File: src/rtl/rmw_seq_pkg.sv
package rmw_seq_pkg;
  localparam int REG_W      = 16;
  localparam int RADDR_W    = 8;
  localparam int POS_W      = 4;
  localparam int DATA_W     = 8;
  localparam int DLY_W      = 4;
  localparam int TCNT_W     = 17;
  localparam logic [RADDR_W-1:0] DUMMY_ADDR = 8'hFF;

  typedef struct packed {
    logic               last;
    logic [DLY_W-1:0]   dly;
    logic [DATA_W-1:0]  data;
    logic [POS_W-1:0]   wcode;
    logic [POS_W-1:0]   pos;
    logic [RADDR_W-1:0] raddr;
  } step_t;

  localparam int STEP_W = $bits(step_t);

  typedef enum logic [1:0] {S_IDLE, S_READ, S_MERGE, S_HOLD} seq_st_e;

  // Field mask of width wcode+1 at pos, anything past the top bit dropped.
  function automatic logic [REG_W-1:0] field_mask(input logic [POS_W-1:0] pos,
                                                  input logic [POS_W-1:0] wcode);
    logic [2*REG_W-1:0] ones;
    logic [2*REG_W-1:0] m;
    ones = (2*REG_W)'((33'd1 << (int'(wcode) + 1)) - 33'd1);
    m    = ones << pos;
    return m[REG_W-1:0];
  endfunction

  function automatic logic [REG_W-1:0] merge_field(input logic [REG_W-1:0]   old_v,
                                                   input logic [DATA_W-1:0]  data,
                                                   input logic [POS_W-1:0]   pos,
                                                   input logic [POS_W-1:0]   wcode);
    logic [2*REG_W-1:0] shifted;
    logic [REG_W-1:0]   msk;
    msk     = field_mask(pos, wcode);
    shifted = {{(2*REG_W-DATA_W){1'b0}}, data} << pos;
    return (old_v & ~msk) | (shifted[REG_W-1:0] & msk);
  endfunction

  function automatic logic [TCNT_W-1:0] step_ticks(input logic [DLY_W-1:0] dly);
    return (TCNT_W'(1) << dly) + TCNT_W'(8);
  endfunction
endpackage

File: src/rtl/rmw_step_table.sv
module rmw_step_table
  import rmw_seq_pkg::*;
#(
  parameter int DEPTH = 32,
  localparam int IDX_W = $clog2(DEPTH)
) (
  input  logic             clk,
  input  logic             rst_n,
  input  logic             we_i,
  input  logic [IDX_W-1:0] waddr_i,
  input  step_t            wdata_i,
  input  logic [IDX_W-1:0] raddr_i,
  output step_t            rdata_o
);
  step_t mem [DEPTH];

  for (genvar g = 0; g < DEPTH; g++) begin : g_entry
    always_ff @(posedge clk or negedge rst_n) begin
      if (!rst_n)
        mem[g] <= '0;
      else if (we_i && (waddr_i == IDX_W'(g)))
        mem[g] <= wdata_i;
    end
  end

  assign rdata_o = mem[raddr_i];
endmodule

File: src/rtl/rmw_step_timer.sv
module rmw_step_timer
  import rmw_seq_pkg::*;
(
  input  logic             clk,
  input  logic             rst_n,
  input  logic             clr_i,
  input  logic             tick_i,
  input  logic [DLY_W-1:0] dly_i,
  output logic             done_o
);
  logic [TCNT_W-1:0] cnt_q;
  logic [TCNT_W-1:0] target;

  assign target = step_ticks(dly_i);

  always_ff @(posedge clk or negedge rst_n) begin
    if (!rst_n)
      cnt_q <= '0;
    else if (clr_i)
      cnt_q <= TCNT_W'(tick_i);
    else if (tick_i && (cnt_q < target))
      cnt_q <= cnt_q + TCNT_W'(1);
  end

  assign done_o = (cnt_q >= target);

  AST_TIMER_BOUND: assert property (@(posedge clk) disable iff (!rst_n)
    (!clr_i && $stable(dly_i)) |=> (cnt_q <= target));
endmodule

File: src/rtl/rmw_seq_ctrl.sv
module rmw_seq_ctrl
  import rmw_seq_pkg::*;
#(
  parameter int IDX_W = 5
) (
  input  logic               clk,
  input  logic               rst_n,
  input  logic               start_i,
  input  logic [IDX_W-1:0]   start_idx_i,
  output logic [IDX_W-1:0]   tbl_ridx_o,
  input  step_t              tbl_rdata_i,
  input  logic               timer_done_i,
  output logic               timer_clr_o,
  output logic [DLY_W-1:0]   cur_dly_o,
  output logic               busy_o,
  output logic               rf_rd_en_o,
  output logic               rf_wr_en_o,
  output logic [RADDR_W-1:0] rf_addr_o,
  input  logic [REG_W-1:0]   rf_rdata_i,
  output logic [REG_W-1:0]   rf_wdata_o
);
  seq_st_e          st_q, st_d;
  logic [IDX_W-1:0] idx_q;
  step_t            cur_q;

  // named events
  logic step_load;
  logic step_adv;
  logic is_dummy;
  logic rmw_read;
  logic rmw_write;

  assign is_dummy  = (cur_q.raddr == DUMMY_ADDR);
  assign step_adv  = (st_q == S_HOLD) && timer_done_i;
  assign step_load = ((st_q == S_IDLE) && start_i) || (step_adv && !cur_q.last);
  assign rmw_read  = (st_q == S_READ) && !is_dummy;
  assign rmw_write = (st_q == S_MERGE);

  assign tbl_ridx_o = (st_q == S_IDLE) ? start_idx_i : idx_q + IDX_W'(1);

  always_comb begin
    st_d = st_q;
    unique case (st_q)
      S_IDLE:  if (start_i) st_d = S_READ;
      S_READ:  st_d = is_dummy ? S_HOLD : S_MERGE;
      S_MERGE: st_d = S_HOLD;
      S_HOLD:  if (step_adv) st_d = cur_q.last ? S_IDLE : S_READ;
      default: st_d = S_IDLE;
    endcase
  end

  always_ff @(posedge clk or negedge rst_n) begin
    if (!rst_n) begin
      st_q  <= S_IDLE;
      idx_q <= '0;
      cur_q <= '0;
    end else begin
      st_q <= st_d;
      if (step_load) begin
        idx_q <= tbl_ridx_o;
        cur_q <= tbl_rdata_i;
      end
    end
  end

  assign busy_o      = (st_q != S_IDLE);
  assign timer_clr_o = (st_q == S_IDLE) || step_adv;
  assign cur_dly_o   = cur_q.dly;
  assign rf_rd_en_o  = rmw_read;
  assign rf_wr_en_o  = rmw_write;
  assign rf_addr_o   = cur_q.raddr;
  assign rf_wdata_o  = merge_field(rf_rdata_i, cur_q.data, cur_q.pos, cur_q.wcode);

  AST_IDLE_QUIET: assert property (@(posedge clk) disable iff (!rst_n)
    !busy_o |-> !(rf_rd_en_o || rf_wr_en_o));
  AST_START_IGNORED: assert property (@(posedge clk) disable iff (!rst_n)
    (busy_o && start_i && !step_adv) |=> (busy_o && $stable(idx_q)));
  AST_WR_FOLLOWS_RD: assert property (@(posedge clk) disable iff (!rst_n)
    rf_wr_en_o |-> ($past(rf_rd_en_o) && $stable(rf_addr_o)));
  AST_OUTSIDE_KEPT: assert property (@(posedge clk) disable iff (!rst_n)
    rf_wr_en_o |-> (((rf_wdata_o ^ rf_rdata_i) & ~field_mask(cur_q.pos, cur_q.wcode)) == '0));
  AST_LAST_HALTS: assert property (@(posedge clk) disable iff (!rst_n)
    (step_adv && cur_q.last) |=> !busy_o);
  AST_NO_DUMMY_ACCESS: assert property (@(posedge clk) disable iff (!rst_n)
    (rf_rd_en_o || rf_wr_en_o) |-> (rf_addr_o != DUMMY_ADDR));
endmodule

File: src/rtl/rmw_step_sequencer.sv
module rmw_step_sequencer
  import rmw_seq_pkg::*;
#(
  parameter int TBL_DEPTH = 32,
  localparam int IDX_W = $clog2(TBL_DEPTH)
) (
  input  logic               clk,
  input  logic               rst_n,
  input  logic               tick_i,
  input  logic               tbl_we_i,
  input  logic [IDX_W-1:0]   tbl_addr_i,
  input  logic [STEP_W-1:0]  tbl_wdata_i,
  input  logic               start_i,
  input  logic [IDX_W-1:0]   start_idx_i,
  output logic               busy_o,
  output logic               rf_rd_en_o,
  output logic               rf_wr_en_o,
  output logic [RADDR_W-1:0] rf_addr_o,
  input  logic [REG_W-1:0]   rf_rdata_i,
  output logic [REG_W-1:0]   rf_wdata_o
);
  logic [IDX_W-1:0] tbl_ridx;
  step_t            tbl_rdata;
  logic             tmr_clr;
  logic             tmr_done;
  logic [DLY_W-1:0] cur_dly;

  rmw_step_table #(.DEPTH(TBL_DEPTH)) u_table (
    .clk     (clk),
    .rst_n   (rst_n),
    .we_i    (tbl_we_i),
    .waddr_i (tbl_addr_i),
    .wdata_i (step_t'(tbl_wdata_i)),
    .raddr_i (tbl_ridx),
    .rdata_o (tbl_rdata)
  );

  rmw_step_timer u_timer (
    .clk    (clk),
    .rst_n  (rst_n),
    .clr_i  (tmr_clr),
    .tick_i (tick_i),
    .dly_i  (cur_dly),
    .done_o (tmr_done)
  );

  rmw_seq_ctrl #(.IDX_W(IDX_W)) u_ctrl (
    .clk          (clk),
    .rst_n        (rst_n),
    .start_i      (start_i),
    .start_idx_i  (start_idx_i),
    .tbl_ridx_o   (tbl_ridx),
    .tbl_rdata_i  (tbl_rdata),
    .timer_done_i (tmr_done),
    .timer_clr_o  (tmr_clr),
    .cur_dly_o    (cur_dly),
    .busy_o       (busy_o),
    .rf_rd_en_o   (rf_rd_en_o),
    .rf_wr_en_o   (rf_wr_en_o),
    .rf_addr_o    (rf_addr_o),
    .rf_rdata_i   (rf_rdata_i),
    .rf_wdata_o   (rf_wdata_o)
  );
endmodule

File: config.mk
export PLATFORM = sky130hd
export DESIGN_NAME = rmw_step_sequencer
export DESIGN_NICKNAME = d
export VERILOG_FILES = /design/src/rtl/rmw_seq_pkg.sv /design/src/rtl/rmw_step_table.sv /design/src/rtl/rmw_step_timer.sv /design/src/rtl/rmw_seq_ctrl.sv /design/src/rtl/rmw_step_sequencer.sv
export SDC_FILE = /design/constraint.sdc
export NUM_CORES = 2
export LEC_CHECK = 0
export BUFFER_PORTS_ARGS = -buffer_cell sky130_fd_sc_hd__buf_2
export CAP_MARGIN = 20
export CORE_MARGIN = 5
export CORE_UTILIZATION = 27
export CTS_CLUSTER_SIZE = 25
export DETAILED_ROUTE_END_ITERATION = 7
export GPL_TIMING_DRIVEN = 0
export PLACE_DENSITY = 0.38
export SYNTH_ARGS = -nofsm -noshare
export SYNTH_HDL_FRONTEND = slang
export SYNTH_HIERARCHICAL = 1
export SYNTH_SLANG_ARGS = --single-unit
File: constraint.sdc
create_clock -name clk -period 5.21 [get_ports clk]
set_clock_uncertainty 0.05 [all_clocks]
set_input_delay 0.7815 -clock clk [delete_from_list [all_inputs] [get_ports clk]]
set_output_delay 0.7815 -clock clk [all_outputs]
set_load 0.05 [all_outputs]
==> metrics.md <==
| Metric | Value |
|---|---|
| Status | `completed` |
| CTS root buf | `clkbuf_16` |
| Min Hold Slack | `0.299 ns` |
| Worst-skew pair later-pin latency | `0.73 ns` |
| CP Cell Sequence | `buf_2 > or4_4 > buf_6 > ha_1 > buf_2 > nor2_1 > a31oi_1 > a32oi_1 > a2bb2oi_2 > o311ai_1 > mux2_1 > buf_2` |
| Most common cell after layout, fill and taps aside | `dfrtp_1` |
| DP Cell Count | `6110` |
| Switching part of the total | `0.428` |
| R2R setup slack | `0.36 ns` |
| Synth area leader | `dfrtp_1` |
| Overflow after GRT | `0` |
| Crit-path max FO | `10` |
| Fin nets | `3991` |
| Logic pwr share | `0.477` |
| Mapped cell area | `0.0474 mm^2` |
| PwrDens | `644 mW/mm^2` |
| Number of CTS-inserted buffers | `117` |
| Tcrit/Tclk final | `0.977` |
| # DRC | `0` |
| Worst setup EP type | `output port` |
| Flops & latches, synth | `981` |
| Cell internal pwr | `20.3 mW` |
| Mapped Cells | `3690` |
| RSZ-0062 raised after global routing | `false` |
| EDFF count, synth | `0` |
| CTS clock-pin slew for the worst setup and hold paths | `0.06 ns` |
| Share of synthesized registers carrying an async set or reset | `1.00` |
| Yosys top cell area share | `0.518` |
| Syn_nets | `3775` |
| Max Buffers Root-to-Sink | `3` |
| H-tree lvl count | `3` |
| Crit path launch type | `register` |
| First-pass DRT Iterations | `5` |
| Post-synthesis average cell area | `12.8 um^2` |
| Hold Vio Cnt, Final | `0` |
| Kind of critical path | `register to output port` |
| Maximum vdd drop | `0.385 mV` |
| DR iter-0 viols | `1534` |
| Die W | `429 um` |
| Flop pwr share | `0.283` |
| P_leak | `25.2 nW` |
| Register area share after synthesis | `0.518` |
| Critical path data arrival time | `4.26 ns` |
| Initial antenna violation count | `8` |
| Post-synth top flop | `dfrtp_1` |
| Slowest-stage cell, CP | `a32oi_1` |
| Synth area leaders | `dfrtp_1 (52%), mux2_2 (23%), mux2i_1 (10%)` |
| Unique cell type count in the Yosys netlist | `77` |
| I/O Buffers | `86` |
| Final Instance Count excl. Fillers | `6328` |
| Final slew viol count | `0` |
| Hold Path Class | `input pin to register` |
| Overall via count from detail_route | `30500` |
| Share of cells above drive strength 1 | `0.359` |
| Chip height | `429 um` |
| Top cell family by delay on the critical path | `compound AO/OA/AOI/OAI gates` |
| Drt wl/cell | `25.0 um` |
| Area grow syn2layout | `16.1%` |
| Rows | `153` |
| Final setup vio count | `0` |
| Post-Route WL | `158000 um` |
| FMAX | `196 MHz` |
| All-Layer GR Usage | `0.169` |
| Clock Power Share | `0.240` |
| Synthesis Warnings | `6` |
| Buf+Inv Stages, Crit Path | `4` |
| Setup Total Neg Slack | `0 ns` |
| Worst EP required | `4.38 ns` |
| Final Wtd Congestion | `0.787` |
| Switching Power | `15.2 mW` |
| CP most frequent cell | `buf_2` |
| Global-route wire length before repair | `231000 um` |
| Initial Util | `0.272` |
| Util after Layout | `0.316` |
| Post-CTS Setup Repair Bufs | `0` |
| Vias in the first global route | `32600` |
| DP HPWL | `121000 um` |
| Largest net degree at the start of global routing | `155` |
| Crit path time final | `5.09 ns` |
| Pwr Total | `35.4 mW` |
| Via density | `4.82` |
| CORE AREA | `0.174 mm^2` |
| Die footprint | `0.184 mm^2` |
| Max_slew headroom | `0.240` |
| Most frequent cells in the layout | `dfrtp_1 (981), mux2_2 (955), mux2i_1 (482)` |
| DRT antenna net count | `0` |
| CTS tree | `yes` |
| Worst slew pin tran | `1.13 ns` |
| I/O pin count | `87` |
| Maxcap violations | `0` |
| Worst path max stage delay | `0.47 ns` |
| Clk sink count | `981` |
area by class of cell:
type | instances | area [um^2]
diodes | 2 | 5.00
multi-input cells | 2342 | 21200
well taps | 2325 | 2910
clock buffers | 181 | 3630
flip-flops and latches | 981 | 24500
plain buffers | 349 | 1590
clock inverters | 33 | 379
fillers | 17800 | 119000
repair buffers | 97 | 689
inverters | 18 | 67.6
power by group through the flow:
stage	clock network (mW)	registers, mW	logic, mW
final	8.50	10.0	16.9
after global routing	9.12	10.2	18.1
after CTS	8.84	10.0	17.2
after detailed placement	0	10.2	17.1
after global placement	0	10.2	17.0
after floorplan	0	9.86	10.6
metrics by stage:
stage,setup slack (ns),instance area (um^2)
floorplan,1.02,47400
global placement,-20.71,50700
detailed placement,0.0615,50900
CTS,0.0254,55000
global route,0.00363,55000
finish,0.120,55000
cell usage after synthesis, drive strengths merged, types with 37 or more instances:
master,instances
mux2i,482
buf,177
a22o,59
nand2,151
a21oi,124
a22oi,91
nor3,40
dfrtp,981
clkbuf,172
mux2,973
nor2,47
o21ai,37
nand3,117
routing by layer:
layer / track usage / wire [um] / vias up
li1: - / - / 13900
met1: 0.224 / 70900 / 16000
met2: 0.286 / 76400 / 456
met3: 0.0241 / 4610 / 236
met4: 0.0566 / 6020 / 0
met5: 0 / 0 / -
timing repair:
action,in CTS,in global routing
hold buffers,1,0
hold endpoints to repair,50,0
endpoints found under the setup margin,0,16
gates resized for setup,0,12
worst paths after layout:
kind,from,endpoint,depth (start not counted)
worst max-delay path,u_ctrl/cur_q[15],rf_wdata_o[13],12
worst min-delay path,tbl_wdata_i[25],u_table/mem[112],2
worst max register to register,u_ctrl/st_q[0],u_ctrl/cur_q[10],14
worst min register to register,u_table/mem[440],u_table/mem[440],1
max in group asynchronous,rst_n,u_table/mem[882],5
min in group asynchronous,rst_n,u_table/mem[50],2
registers in the layout, indices dropped and copies added (netlist names):
signal,count
u_ctrl/idx_q,5
u_ctrl/rf_addr_o,8
u_timer/cnt_q,17
u_ctrl/st_q,2
u_ctrl/cur_q,17
u_table/mem,928
u_ctrl/cur_dly_o,4
kinds of logic after synthesis:
kind of cell / share of synthesized area
other: 0.000159
XOR/XNOR: 0.000925
AO/OA/AOI/OAI: 0.0575
flip-flops: 0.518
AND/OR/NAND/NOR: 0.0472
multiplexers: 0.335
adder cells (fa/ha/maj): 0.00660
buffers and inverters: 0.0347
Note: power is estimated with default switching activity, not from simulation.
